<file path="config.mk">
export PLATFORM = sky130hd
export DESIGN_NAME = rl_counter_unit
export DESIGN_NICKNAME = d
export VERILOG_FILES = /design/src/rtl/rlc_pkg.sv /design/src/rtl/rlc_rep_counter.sv /design/src/rtl/rlc_loop_counter.sv /design/src/rtl/rlc_readback.sv /design/src/rtl/rl_counter_unit.sv
export SDC_FILE = /design/constraint.sdc
export NUM_CORES = 1
export LEC_CHECK = 0
export ABC_AREA = 1
export CAP_MARGIN = 20
export CORE_MARGIN = 5
export CORE_UTILIZATION = 29
export CTS_CLUSTER_DIAMETER = 30
export CTS_CLUSTER_SIZE = 30
export DETAILED_ROUTE_END_ITERATION = 16
export PLACE_DENSITY_LB_ADDON = 0.12
export SLEW_MARGIN = 0
export SYNTH_ARGS = -nofsm -noshare
export SYNTH_HDL_FRONTEND = slang
export SYNTH_SLANG_ARGS = --single-unit
</file>
<file path="constraint.sdc">
create_clock -name clk -period 1.3 [get_ports clk]
set_input_delay 0.26 -clock clk [delete_from_list [all_inputs] [get_ports clk]]
set_output_delay 0.26 -clock clk [all_outputs]
set_load 0.05 [all_outputs]
</file>
<file path="src/rtl/rlc_pkg.sv">
package rlc_pkg;
   typedef enum logic [1:0] {
      REP_NONE = 2'b00,
      REP_LIT  = 2'b01,
      REP_DATA = 2'b10,
      REP_INF  = 2'b11
   } rep_cmd_e;

   typedef enum logic [1:0] {
      LOOP_NONE = 2'b00,
      LOOP_DEC  = 2'b01,
      LOOP_LIT  = 2'b10,
      LOOP_DATA = 2'b11
   } loop_cmd_e;
endpackage

</file>
<file path="src/rtl/rlc_rep_counter.sv">
module rlc_rep_counter
   import rlc_pkg::*;
#(
   parameter int CNT_W  = 6,
   parameter int LIT_W  = 6,
   parameter int DATA_W = 37
) (
   input  logic              clk,
   input  logic              rst_n,
   input  rep_cmd_e          cmd,
   input  logic              step,
   input  logic [LIT_W-1:0]  lit,
   input  logic [DATA_W-1:0] data,
   output logic [CNT_W-1:0]  count,
   output logic              inf
);
   localparam logic [CNT_W-1:0] ALL_ONES = {CNT_W{1'b1}};

   logic [CNT_W-1:0] cnt_q, cnt_d;
   logic             inf_q, inf_d;

   always_comb begin
      cnt_d = cnt_q;
      inf_d = inf_q;
      unique case (cmd)
         REP_LIT: begin
            cnt_d = CNT_W'(lit);
            inf_d = 1'b0;
         end
         REP_DATA: begin
            cnt_d = data[CNT_W-1:0];
            inf_d = 1'b0;
         end
         REP_INF: begin
            cnt_d = ALL_ONES;
            inf_d = 1'b1;
         end
         default: begin
            if (step && !inf_q && (cnt_q != '0))
               cnt_d = cnt_q - 1'b1;
         end
      endcase
   end

   always_ff @(posedge clk) begin
      if (!rst_n) begin
         cnt_q <= '0;
         inf_q <= 1'b0;
      end else begin
         cnt_q <= cnt_d;
         inf_q <= inf_d;
      end
   end

   assign count = cnt_q;
   assign inf   = inf_q;
endmodule

</file>
<file path="src/rtl/rlc_loop_counter.sv">
module rlc_loop_counter
   import rlc_pkg::*;
#(
   parameter int CNT_W  = 6,
   parameter int LIT_W  = 6,
   parameter int DATA_W = 37
) (
   input  logic              clk,
   input  logic              rst_n,
   input  loop_cmd_e         cmd,
   input  logic              clear,
   input  logic [LIT_W-1:0]  lit,
   input  logic [DATA_W-1:0] data,
   output logic [CNT_W-1:0]  count,
   output logic              zero
);
   logic [CNT_W-1:0] cnt_q, cnt_d;

   always_comb begin
      cnt_d = cnt_q;
      if (clear) begin
         cnt_d = '0;
      end else begin
         unique case (cmd)
            LOOP_DEC:  if (cnt_q != '0) cnt_d = cnt_q - 1'b1;
            LOOP_LIT:  cnt_d = CNT_W'(lit);
            LOOP_DATA: cnt_d = data[CNT_W-1:0];
            default:   cnt_d = cnt_q;
         endcase
      end
   end

   always_ff @(posedge clk) begin
      if (!rst_n) cnt_q <= '0;
      else        cnt_q <= cnt_d;
   end

   assign count = cnt_q;
   assign zero  = (cnt_q == '0);
endmodule

</file>
<file path="src/rtl/rlc_readback.sv">
module rlc_readback #(
   parameter int CNT_W  = 6,
   parameter int DATA_W = 37
) (
   input  logic [DATA_W-1:0] base,
   input  logic [CNT_W-1:0]  cnt,
   output logic [DATA_W-1:0] word
);
   generate
      if (DATA_W == CNT_W) begin : g_full
         assign word = cnt;
      end else begin : g_merge
         assign word = {base[DATA_W-1:CNT_W], cnt};
      end
   endgenerate
endmodule

</file>
<file path="src/rtl/rl_counter_unit.sv">
module rl_counter_unit
   import rlc_pkg::*;
#(
   parameter int CNT_W  = 6,
   parameter int LIT_W  = 6,
   parameter int DATA_W = 37
) (
   input  logic              clk,
   input  logic              rst_n,
   input  logic [1:0]        rep_cmd,
   input  logic              rep_step,
   input  logic [1:0]        loop_cmd,
   input  logic              loop_clear,
   input  logic [LIT_W-1:0]  lit_in,
   input  logic [DATA_W-1:0] data_in,
   output logic [CNT_W-1:0]  rc_value,
   output logic              rc_inf,
   output logic              rep_continue,
   output logic [CNT_W-1:0]  lc_value,
   output logic              lc_zero,
   output logic [DATA_W-1:0] rd_rep_word,
   output logic [DATA_W-1:0] rd_loop_word
);
   generate
      if (CNT_W < 1)       begin : g_bad_cnt  $error("CNT_W must be at least 1");      end
      if (LIT_W > CNT_W)   begin : g_bad_lit  $error("LIT_W must not exceed CNT_W");   end
      if (DATA_W < CNT_W)  begin : g_bad_data $error("DATA_W must be at least CNT_W"); end
   endgenerate

   rlc_rep_counter #(.CNT_W(CNT_W), .LIT_W(LIT_W), .DATA_W(DATA_W)) u_rep (
      .clk   (clk),
      .rst_n (rst_n),
      .cmd   (rep_cmd_e'(rep_cmd)),
      .step  (rep_step),
      .lit   (lit_in),
      .data  (data_in),
      .count (rc_value),
      .inf   (rc_inf)
   );

   rlc_loop_counter #(.CNT_W(CNT_W), .LIT_W(LIT_W), .DATA_W(DATA_W)) u_loop (
      .clk   (clk),
      .rst_n (rst_n),
      .cmd   (loop_cmd_e'(loop_cmd)),
      .clear (loop_clear),
      .lit   (lit_in),
      .data  (data_in),
      .count (lc_value),
      .zero  (lc_zero)
   );

   assign rep_continue = rc_inf || (rc_value != '0);

   rlc_readback #(.CNT_W(CNT_W), .DATA_W(DATA_W)) u_rb_rep (
      .base (data_in),
      .cnt  (rc_value),
      .word (rd_rep_word)
   );

   rlc_readback #(.CNT_W(CNT_W), .DATA_W(DATA_W)) u_rb_loop (
      .base (data_in),
      .cnt  (lc_value),
      .word (rd_loop_word)
   );
endmodule

</file>
Yosys cells after proc, flatten, opt, wreduce, memory -nomap -nowiden
Index checks and enable logic that the tools add are counted.
- memories kept: 0
- input port bits: 51
- output and inout port bits: 89
- ROM bits: 0
- logic and storage cells: 31
- latch bits: 0
- RAM bits: 0
- bits in registers: 13
- $mul: 0
- reduce and logical (&&, ||, !) cells: 13
- $lt $le $gt $ge: 0
- shifts and indexed selects: 0
- divide/modulo/power cells: 0
- bitwise operators: 1
- add/subtract/negate cells: 2
- equal/unequal tests: 7
- muxes and demuxes: 5
- operator list (kind ; number):
    6-bit one-hot mux with 3 select lines ; 2
    6-bit 2-to-1 mux ; 2
    6-bit nonzero test ; 2
    6-bit by 1-bit subtractor with 6-bit output (second input constant) ; 2
    2-bit equality test (second input constant) ; 4
    6-bit zero test ; 1
    2-bit by 1-bit equality test with 1-bit output (second input constant) ; 2
    4-bit nonzero test ; 1
    2-bit OR reduction ; 2
    3-bit nonzero test ; 1
    1-bit logical AND ; 2
    2-bit by 1-bit != test with 1-bit output (second input constant) ; 1
    1-bit one-hot mux with 2 select lines ; 1
    2-bit AND reduction ; 1
    2-bit nonzero test ; 1
    1-bit zero test ; 1
    1-bit logical OR ; 1
    1-bit NOT ; 1

Logic depth before layout (Yosys ltp)
Gate-level depths: netlist (run 1).
- word-level depth: 5
- depth in mapped cells: 10
- depth with buffers taken out: 9

Hierarchy
From an unflattened synthesis (run 1), not the netlist that was laid out.
- cells, all modules: 268
- area total of the unflattened synthesis: 1695.4 µm²
- by module, submodules not included (module ; times used ; area an instance (µm²) ; cells an instance ; seq. area each (µm²)):
    rlc_rep_counter ; 1 ; 604.3 ; 99 ; 140.1
    rlc_readback ; 2 ; 277.8 ; 37 ; 0.0
    rlc_loop_counter ; 1 ; 490.5 ; 83 ; 120.1
    rl_counter_unit ; 1 ; 45.0 ; 12 ; 0.0

Worst setup path before layout (run 1)
Ideal clock, no wire load.
- path type: register to output
- start point: register u_rep.cnt_q[0], in the netlist u_rep.count[0]
- end point: output rep_continue
- slack: -0.436 ns
- data arrival time: 1.476 ns
- cell stages (with the launch flop): 5
- buffers on the path: 0
- required time: 1.040 ns
- cells stage by stage: dfxtp_1 > inv_1 > ha_1 > nand3_1 > or2_2
- cells in the longest elaborated chain, start to end: 2
- RTL lines (element ; RTL line ; text):
    start, declared ; rlc_rep_counter.sv:19 ; logic [CNT_W-1:0] cnt_q, cnt_d;
    start signal, assigned ; rlc_rep_counter.sv:50 ; cnt_q <= cnt_d;
    6-bit nonzero test ; rl_counter_unit.sv:52 ; assign rep_continue = rc_inf || (rc_value != '0);
    1-bit logical OR ; rl_counter_unit.sv:52 ;
    end, declared ; rl_counter_unit.sv:18 ; output logic rep_continue,
Every way passes these cells.

Final worst setup path (run 1)
Ends and elaborated chain as after synthesis.

==> results of run 1 <==
==> worst min-delay path by stage <==
stage                            from                to  slack (ns)  cells past startpoint
after CTS                 data_in[11]  rd_loop_word[11]        0.52                      0
final                      rep_cmd[1]         u_rep.inf        0.50                      5
after detailed placement  data_in[11]  rd_loop_word[11]        0.52                      0
after floorplan                 rst_n    u_rep.count[3]        0.37                      2
after global placement    data_in[11]  rd_loop_word[11]        0.52                      0
after global routing      data_in[36]  rd_loop_word[36]        0.52                      0
==> metrics by stage <==
stage	worst slack (ns)	hold slack, ns
2_1_floorplan	-0.0427	0.373
3_5_place_dp	-0.497	0.521
6_report	-0.230	0.502
3_3_place_gp	-0.493	0.521
5_1_grt	-0.277	0.520
4_1_cts	-0.243	0.521
==> power by group <==
group / switching (mW) / leakage (nW) / internal [mW]
logic: 0.778 / 0.979 / 0.681
registers: 0.0333 / 0.113 / 0.444
clock network: 0.165 / 0.0228 / 0.217
==> routing by layer <==
layer	share of wire (%)	GRT usage [%]
met1	43	13.6
met2	49	18.9
met3	7.0	3.59
met4	0.88	4.03
met5	0	0
==> registers in the layout, summed over array words and instances, names as in the netlist <==
name,cells
u_rep.inf,1
u_loop.count,6
u_rep.count,6
==> critical path, stage by stage (launching register included) <==
cell and delay [ns]:
sky130_fd_sc_hd__dfxtp_4 0.35, sky130_fd_sc_hd__inv_4 0.06, sky130_fd_sc_hd__ha_4 0.14, sky130_fd_sc_hd__nand3_4 0.08, sky130_fd_sc_hd__or2_4 0.24, sky130_fd_sc_hd__buf_8 0.15
==> cell type report <==
class	count	area, um2	share of cell area [%]
timing repair buffer	78	965	40.9
clock buffer	4	45.0	1.91
sequential	13	285	12.1
multi-input combinational	154	863	36.6
inverter	27	113	4.77
tap	72	90.1	3.82
==> repair_timing <==
action / CTS / global route
cloned: 1 / 0
setup endpoints to repair: 14 / 14
resized for setup: 18 / 31
endpoints found under the hold margin: 0 / 0
buffers inserted: 1 / 3
hold buffers: 0 / 0
pin swaps: 4 / 13
==> kinds of logic after synthesis <==
group                    count (synthesis)
adder cells (fa/ha/maj)                  7
XOR/XNOR                                 1
flip-flops                              13
buffers and inverters                  102
AO/OA/AOI/OAI                           13
AND/OR/NAND/NOR                        132
==> cells in the final DEF, fill, tap and decap left out, drive strengths merged <==
master / instances
nand2: 72
buf: 59
nor2: 42
inv: 26
nand3: 17
clkdlybuf4s50: 15
dfxtp: 13
o21ai: 7
ha: 7
clkbuf: 6
a22oi: 2
o211ai: 2
a21oi: 2
clkinvlp: 1
or2: 1
nand3b: 1
xor2: 1
dlygate4sd2: 1
dlymetal6s2s: 1
==> PnR_summary.wiki, run 1 <==
{| class="wikitable"
! Metric !! Value
|-
| Run status || complete, but fails checks
|-
| Violated checks || negative setup slack
|-
| Final cell utilization of the core || 42.9%
|-
| CTS Buffer Depth || 2
|-
| CTS tree || built
|-
| Main combinational cell family by area after synthesis || buffers and inverters
|-
| GP Congestion || 0.817
|-
| Pins Over Slew Limit || 0
|-
| Multiplexer fraction of the synthesized cell area || 0%
|-
| Category of the critical setup timing path || reg -> out
|-
| Post-synth top area share || 33.7%
|-
| Slew at the pin closest to its max-slew limit || between 0.2 and 0.25 ns
|-
| CTS clk-pin slew, worst paths || 0.06 ns
|-
| Pin count of the biggest net entering global routing || 12
|-
| Post-synthesis cell count || 268
|-
| Antenna violations before repair || 0
|-
| Number of warnings reported in the yosys synthesis log || 0
|-
| Effective utilization at floorplan || 30.0%
|-
| Area after detailed placement || between 2000 and 2500 um2
|-
| Total wire length after detailed routing || about 4100 um
|-
| Number of remaining DRC errors || 0
|-
| Fraction of the mapped netlist area in compound gates || 4.55%
|-
| Site row count || 27
|-
| Synth cell types || 20
|-
| Fin. Hold Viols || 0
|-
| Vias post-DR || 1428
|-
| Number of I/O port buffers || 46
|-
| Ranking of synthesized cells by instance count || sky130_fd_sc_hd__buf_4, sky130_fd_sc_hd__nand2_1, sky130_fd_sc_hd__nor2_1
|-
| Total negative slack for setup checks || -0.398 ns
|-
| Master cell of the clock root buffer || sky130_fd_sc_hd__clkbuf_8
|-
| Required time at the endpoint of the critical path || 1.04 ns
|-
| Number of fill cells || roughly 560
|-
| Final Cycle Share || 118%
|-
| Crit Reg-Reg Startpoint || u_rep.count[0]
|-
| Share of flip-flops with an asynchronous set or reset || 0%
|-
| Post-route setup slack || -0.230 ns
|-
| End of the critical path || rep_continue
|-
| Synthesized area per cell || 6.16 um2
|-
| Clock Skew || roughly 0.0045 ns
|-
| Source of the critical timing path || u_rep.count[0]
|-
| Layout Cells excl Fill || roughly 350
|-
| Most area-hungry cell type in the Yosys netlist || sky130_fd_sc_hd__buf_4
|-
| Unrepaired setup endpoints after global routing || yes
|-
| Sequential area share after synthesis || 15.8%
|-
| Number of enable-type register cells in the synthesized netlist || 0
|-
| Setup violators final || 2
|-
| Die width || 85.4 um
|-
| Die footprint || roughly 7300 um2
|-
| Cell with the most instances after synthesis || sky130_fd_sc_hd__buf_4
|-
| Nature of the critical path endpoint || primary output
|-
| Layout Area Growth over Synthesis || 43.1%
|-
| Drt first-iter violations || 22
|-
| Via density || 4.10
|-
| Worst IR drop on VDD || between 0.0004 and 0.0005 V
|-
| Basic-gate share of the synthesized area counting and, or, nand and nor cells || 33.4%
|-
| Global routing usage summed across all routing layers || a little under an eighth
|-
| Overall power || 2.32 mW
|-
| # placed instances || 339
|-
| Post-DP HPWL || roughly 3300 um
|-
| R2R setup slack || 0.04 ns
|-
| Post-synth design cell area || 1650 um2
|-
| Max Clock Freq || 654 MHz
|-
| Placeable Area || 5510 um2
|-
| Maximum Capacitance Violations || 0
|-
| Normalized max-slew margin || 84.6%
|-
| Num CTS Buffers || 3
|-
| Post-route cell area || 2360 um2
|-
| Synth Area in XOR/XNOR || less than 1%
|-
| Number of search-and-repair iterations in the first detailed-routing pass || 4
|-
| Total power density per cell area || 982 nW/um2
|-
| R2R depth || 8
|-
| Worst Path Max Fanout || 2
|-
| Synth Flop Type || sky130_fd_sc_hd__dfxtp_1
|-
| Clock period minus worst slack || 1.53 ns
|-
| IO Count || 140
|-
| CP Data Arrival Time || 1.27 ns
|-
| Number of nets in the layout || between 300 and 400
|-
| Ratio of cells with drive above 1 in the final layout || approximately 42%
|-
| Crit path launch type || flop
|-
| CTS Sinks || 13
|-
| Cell types with the largest area share after synthesis || sky130_fd_sc_hd__buf_4, sky130_fd_sc_hd__dfxtp_1, sky130_fd_sc_hd__nand2_1, sky130_fd_sc_hd__nor2_1, sky130_fd_sc_hd__inv_1
|-
| Vias in the first global route || 1439
|-
| Adder-cell area share of the yosys netlist || 5.31%
|-
| Later-pin clock latency in the skew report || 0.25 ns
|-
| Worst min-delay path category || in -> reg
|-
| Die Ht || 85.4 um
|-
| Wire length of the first global-routing pass || 6640 um
|-
| Number of H-tree levels || 1
|-
| Leakage power figure || 1.11 nW
|-
| Total nets after synthesis || 326
|-
| Routed wire length per instance || ~12 um
|-
| Grt ovf || 0
|-
| Diodes inserted || 0
|-
| End of the worst register-to-register path || u_rep.count[1]
|-
| ANT nets after route || 0
|-
| Yosys reg bits || 13
|}
No activity file was read; power rests on OpenSTA's default activity.
==> run 2, diff against run 1 <==
- CORE_UTILIZATION: 29 -> 33
- clock period: 1.3 -> 1.5 ns (I/O delays scaled with it)
==> run 2 against run 1 <==
Net effect: the flow still finishes with violations (negative setup slack); register-to-register slack improved by 0.18 ns; non-clock buffer count fell by 2; clock power fell by 13%; first-iteration DRC count rose by 120%; sequential power fell by 15%; cell area fell by 5.3%; combinational power fell by 18%; sequential cell count did not move; largest power group unchanged.
==> PnR_summary.wiki, run 2 (synthesis results as in run 1) <==
{| class="wikitable"
! Metric !! Value
|-
| Run status || complete, but fails checks
|-
| Violated checks || negative setup slack
|-
| Wire length of the first global-routing pass || 6180 um
|-
| Maximum Capacitance Violations || 0
|-
| Post-route setup slack || -0.0530 ns
|-
| Standard cell with the maximum stage delay on the critical path || sky130_fd_sc_hd__dfxtp_2
|-
| Worst IR drop on VDD || between 0.0003 and 0.0004 V
|-
| Number of search-and-repair iterations in the first detailed-routing pass || 4
|-
| CTS clk-pin slew, worst paths || roughly 0.06 ns
|-
| Setup violators final || 1
|-
| Max Clock Freq || 644 MHz
|-
| Register Area || 273 um2
|-
| Cell-by-cell trace of the critical path || inv_2 > ha_4 > nand3_2 > or2_4 > buf_8
|-
| # placed instances || 331
|-
| Placeable Area || 4790 um2
|-
| Vias in the first global route || 1389
|-
| Number of I/O port buffers || 46
|-
| Area taken by multi-input logic gates || 778 um2
|-
| Clock period minus worst slack || around 1.6 ns
|-
| Diodes inserted || 0
|-
| GP Congestion || 0.810
|-
| IO Count || 140
|-
| Fin. Hold Viols || 0
|-
| ANT nets after route || 0
|-
| Quantity of hold-fixing buffers added after cts || 0
|-
| Worst min-delay path category || reg -> reg
|-
| Ratio of cells with drive above 1 in the final layout || around a third
|-
| Final Cycle Share || 104%
|-
| Number of remaining DRC errors || 0
|-
| Category of the critical setup timing path || reg -> out
|-
| Number of instances on the worst hold path || 4
|-
| Slew at the pin closest to its max-slew limit || 0.262 ns
|-
| Nature of the critical path endpoint || primary output
|-
| Unrepaired setup endpoints after global routing || yes
|-
| Antenna violations before repair || 0
|-
| Clock Skew || ~0.0014 ns
|-
| Later-pin clock latency in the skew report || about 0.24 ns
|-
| Area after detailed placement || 2090 um2
|-
| Grt ovf || 0
|-
| Leakage power figure || 1.08 nW
|-
| Master cell of the clock root buffer || sky130_fd_sc_hd__clkbuf_8
|-
| Pins Over Slew Limit || 0
|-
| Worst slack after detailed placement || -0.323 ns
|-
| Origin of the worst min-delay path || u_loop.count[1]
|-
| R2R depth || 9
|-
| Crit path launch type || flop
|-
| Die footprint || 6510 um2
|-
| Vias post-DR || 1422
|-
| End of the worst register-to-register path || u_rep.count[4]
|-
| Normalized max-slew margin || between 80% and 90%
|-
| Number of nets in the layout || 333
|-
| Layout Cells excl Fill || between 300 and 400
|-
| Global routing usage summed across all routing layers || 11.9%
|-
| Routed wire length per instance || 11.1 um
|-
| Total wire length after detailed routing || about 3800 um
|-
| Post-route cell area || 2240 um2
|-
| Worst path max stage delay || 0.32 ns
|-
| Crit Reg-Reg Startpoint || u_rep.count[0]
|-
| Post-DP HPWL || 3120 um
|-
| Pin count of the biggest net entering global routing || 12
|-
| Die Ht || just over 80 um
|-
| End of the worst hold path || u_loop.count[1]
|-
| Effective utilization at floorplan || 34.5%
|-
| CTS Sinks || 13
|-
| Commonest non-fill, non-tap cell in the layout || sky130_fd_sc_hd__nand2_1
|-
| CTS Buffer Depth || 2
|-
| Number of fill cells || 490
|-
| CTS tree || built
|-
| Num CTS Buffers || 3
|-
| Worst Path Max Fanout || 2
|-
| Hold slack final || between 0.5 and 0.6 ns
|-
| R2R setup slack || 0.22 ns
|-
| Die width || 80.7 um
|-
| Number of H-tree levels || 1
|-
| Leading cell types in the layout, fill and taps excluded || sky130_fd_sc_hd__nand2_1, sky130_fd_sc_hd__nor2_1, sky130_fd_sc_hd__buf_4, sky130_fd_sc_hd__buf_12, sky130_fd_sc_hd__inv_1
|-
| Required time at the endpoint of the critical path || 1.20 ns
|-
| Site row count || 25
|-
| Drt first-iter violations || 48
|-
| Via density || around 4.2
|-
| CP Data Arrival Time || about 1.3 ns
|-
| Layout Area Growth over Synthesis || 35.5%
|-
| Total power density per cell area || 864 nW/um2
|}
run 2: cell count changes in the layout (fill, tap and decap cells not counted), moves of 3 or more:
cell	change
sky130_fd_sc_hd__ha_1	+4
sky130_fd_sc_hd__dfxtp_1	+6
sky130_fd_sc_hd__o21ai_0	+7
sky130_fd_sc_hd__ha_2	-3
sky130_fd_sc_hd__dfxtp_2	-4
sky130_fd_sc_hd__o21ai_2	-5
run 2: worst max path at each step:
stage | start | to | slack [ns] | cells past startpoint
after detailed placement | rep_cmd[0] | u_rep.count[4] | -0.32 | 7
after global routing | u_rep.count[1] | rep_continue | -0.1 | 5
final | u_rep.count[0] | rep_continue | -0.05 | 5
after global placement | rep_cmd[0] | u_rep.count[1] | -0.31 | 8
after CTS | u_rep.count[0] | rep_continue | -0.05 | 5
after floorplan | u_rep.count[0] | rep_continue | -0.01 | 4
run 2: area by class of cell:
cell class | instances | area share (%)
Clock buffer | 4 | 2.01
Multi-Input combinational cell | 154 | 34.8
Inverter | 27 | 4.81
Tap cell | 67 | 3.75
Sequential cell | 13 | 12.2
Timing Repair Buffer | 76 | 42.4
run 2: worst max-delay path, delay by kind of cell, from the launching register on:
family | cells | cell delay, ns
and+or+nand+nor | 2 | 0.34
DFF | 1 | 0.32
buffers and inverters | 2 | 0.22
adders and majority gates | 1 | 0.13
run 2: per-layer routing:
metal	track usage (%)	up-vias	share of wire, %
met5	0	-	0
met4	3.55	0	1.1
met3	3.14	4	5.4
met2	22.5	42	51
met1	12.9	619	42
li1	-	757	-
run 2: power by group:
part / switching, mW / internal, mW / total, mW
Clock: 0.145 / 0.188 / 0.333
Combinational: 0.632 / 0.560 / 1.19
Sequential: 0.0261 / 0.381 / 0.407
Total: 0.803 / 1.13 / 1.93
run 2: through the flow:
step                      power, mW  setup TNS [ns]  util (%)
after CTS                      1.94         -0.0576      46.3
after detailed placement       1.54           -2.59      43.8
after global routing           2.06          -0.145      46.7
after floorplan                1.48         -0.0103         -
after global placement         1.54           -2.52      43.8
final                          1.93         -0.0530      46.7
run 2: timing repair:
item / in CTS / in global routing
cloned: 1 / 0
endpoints found under the setup margin: 8 / 3
gates resized for setup: 16 / 3
buffers inserted: 4 / 1
pin swaps: 5 / 1
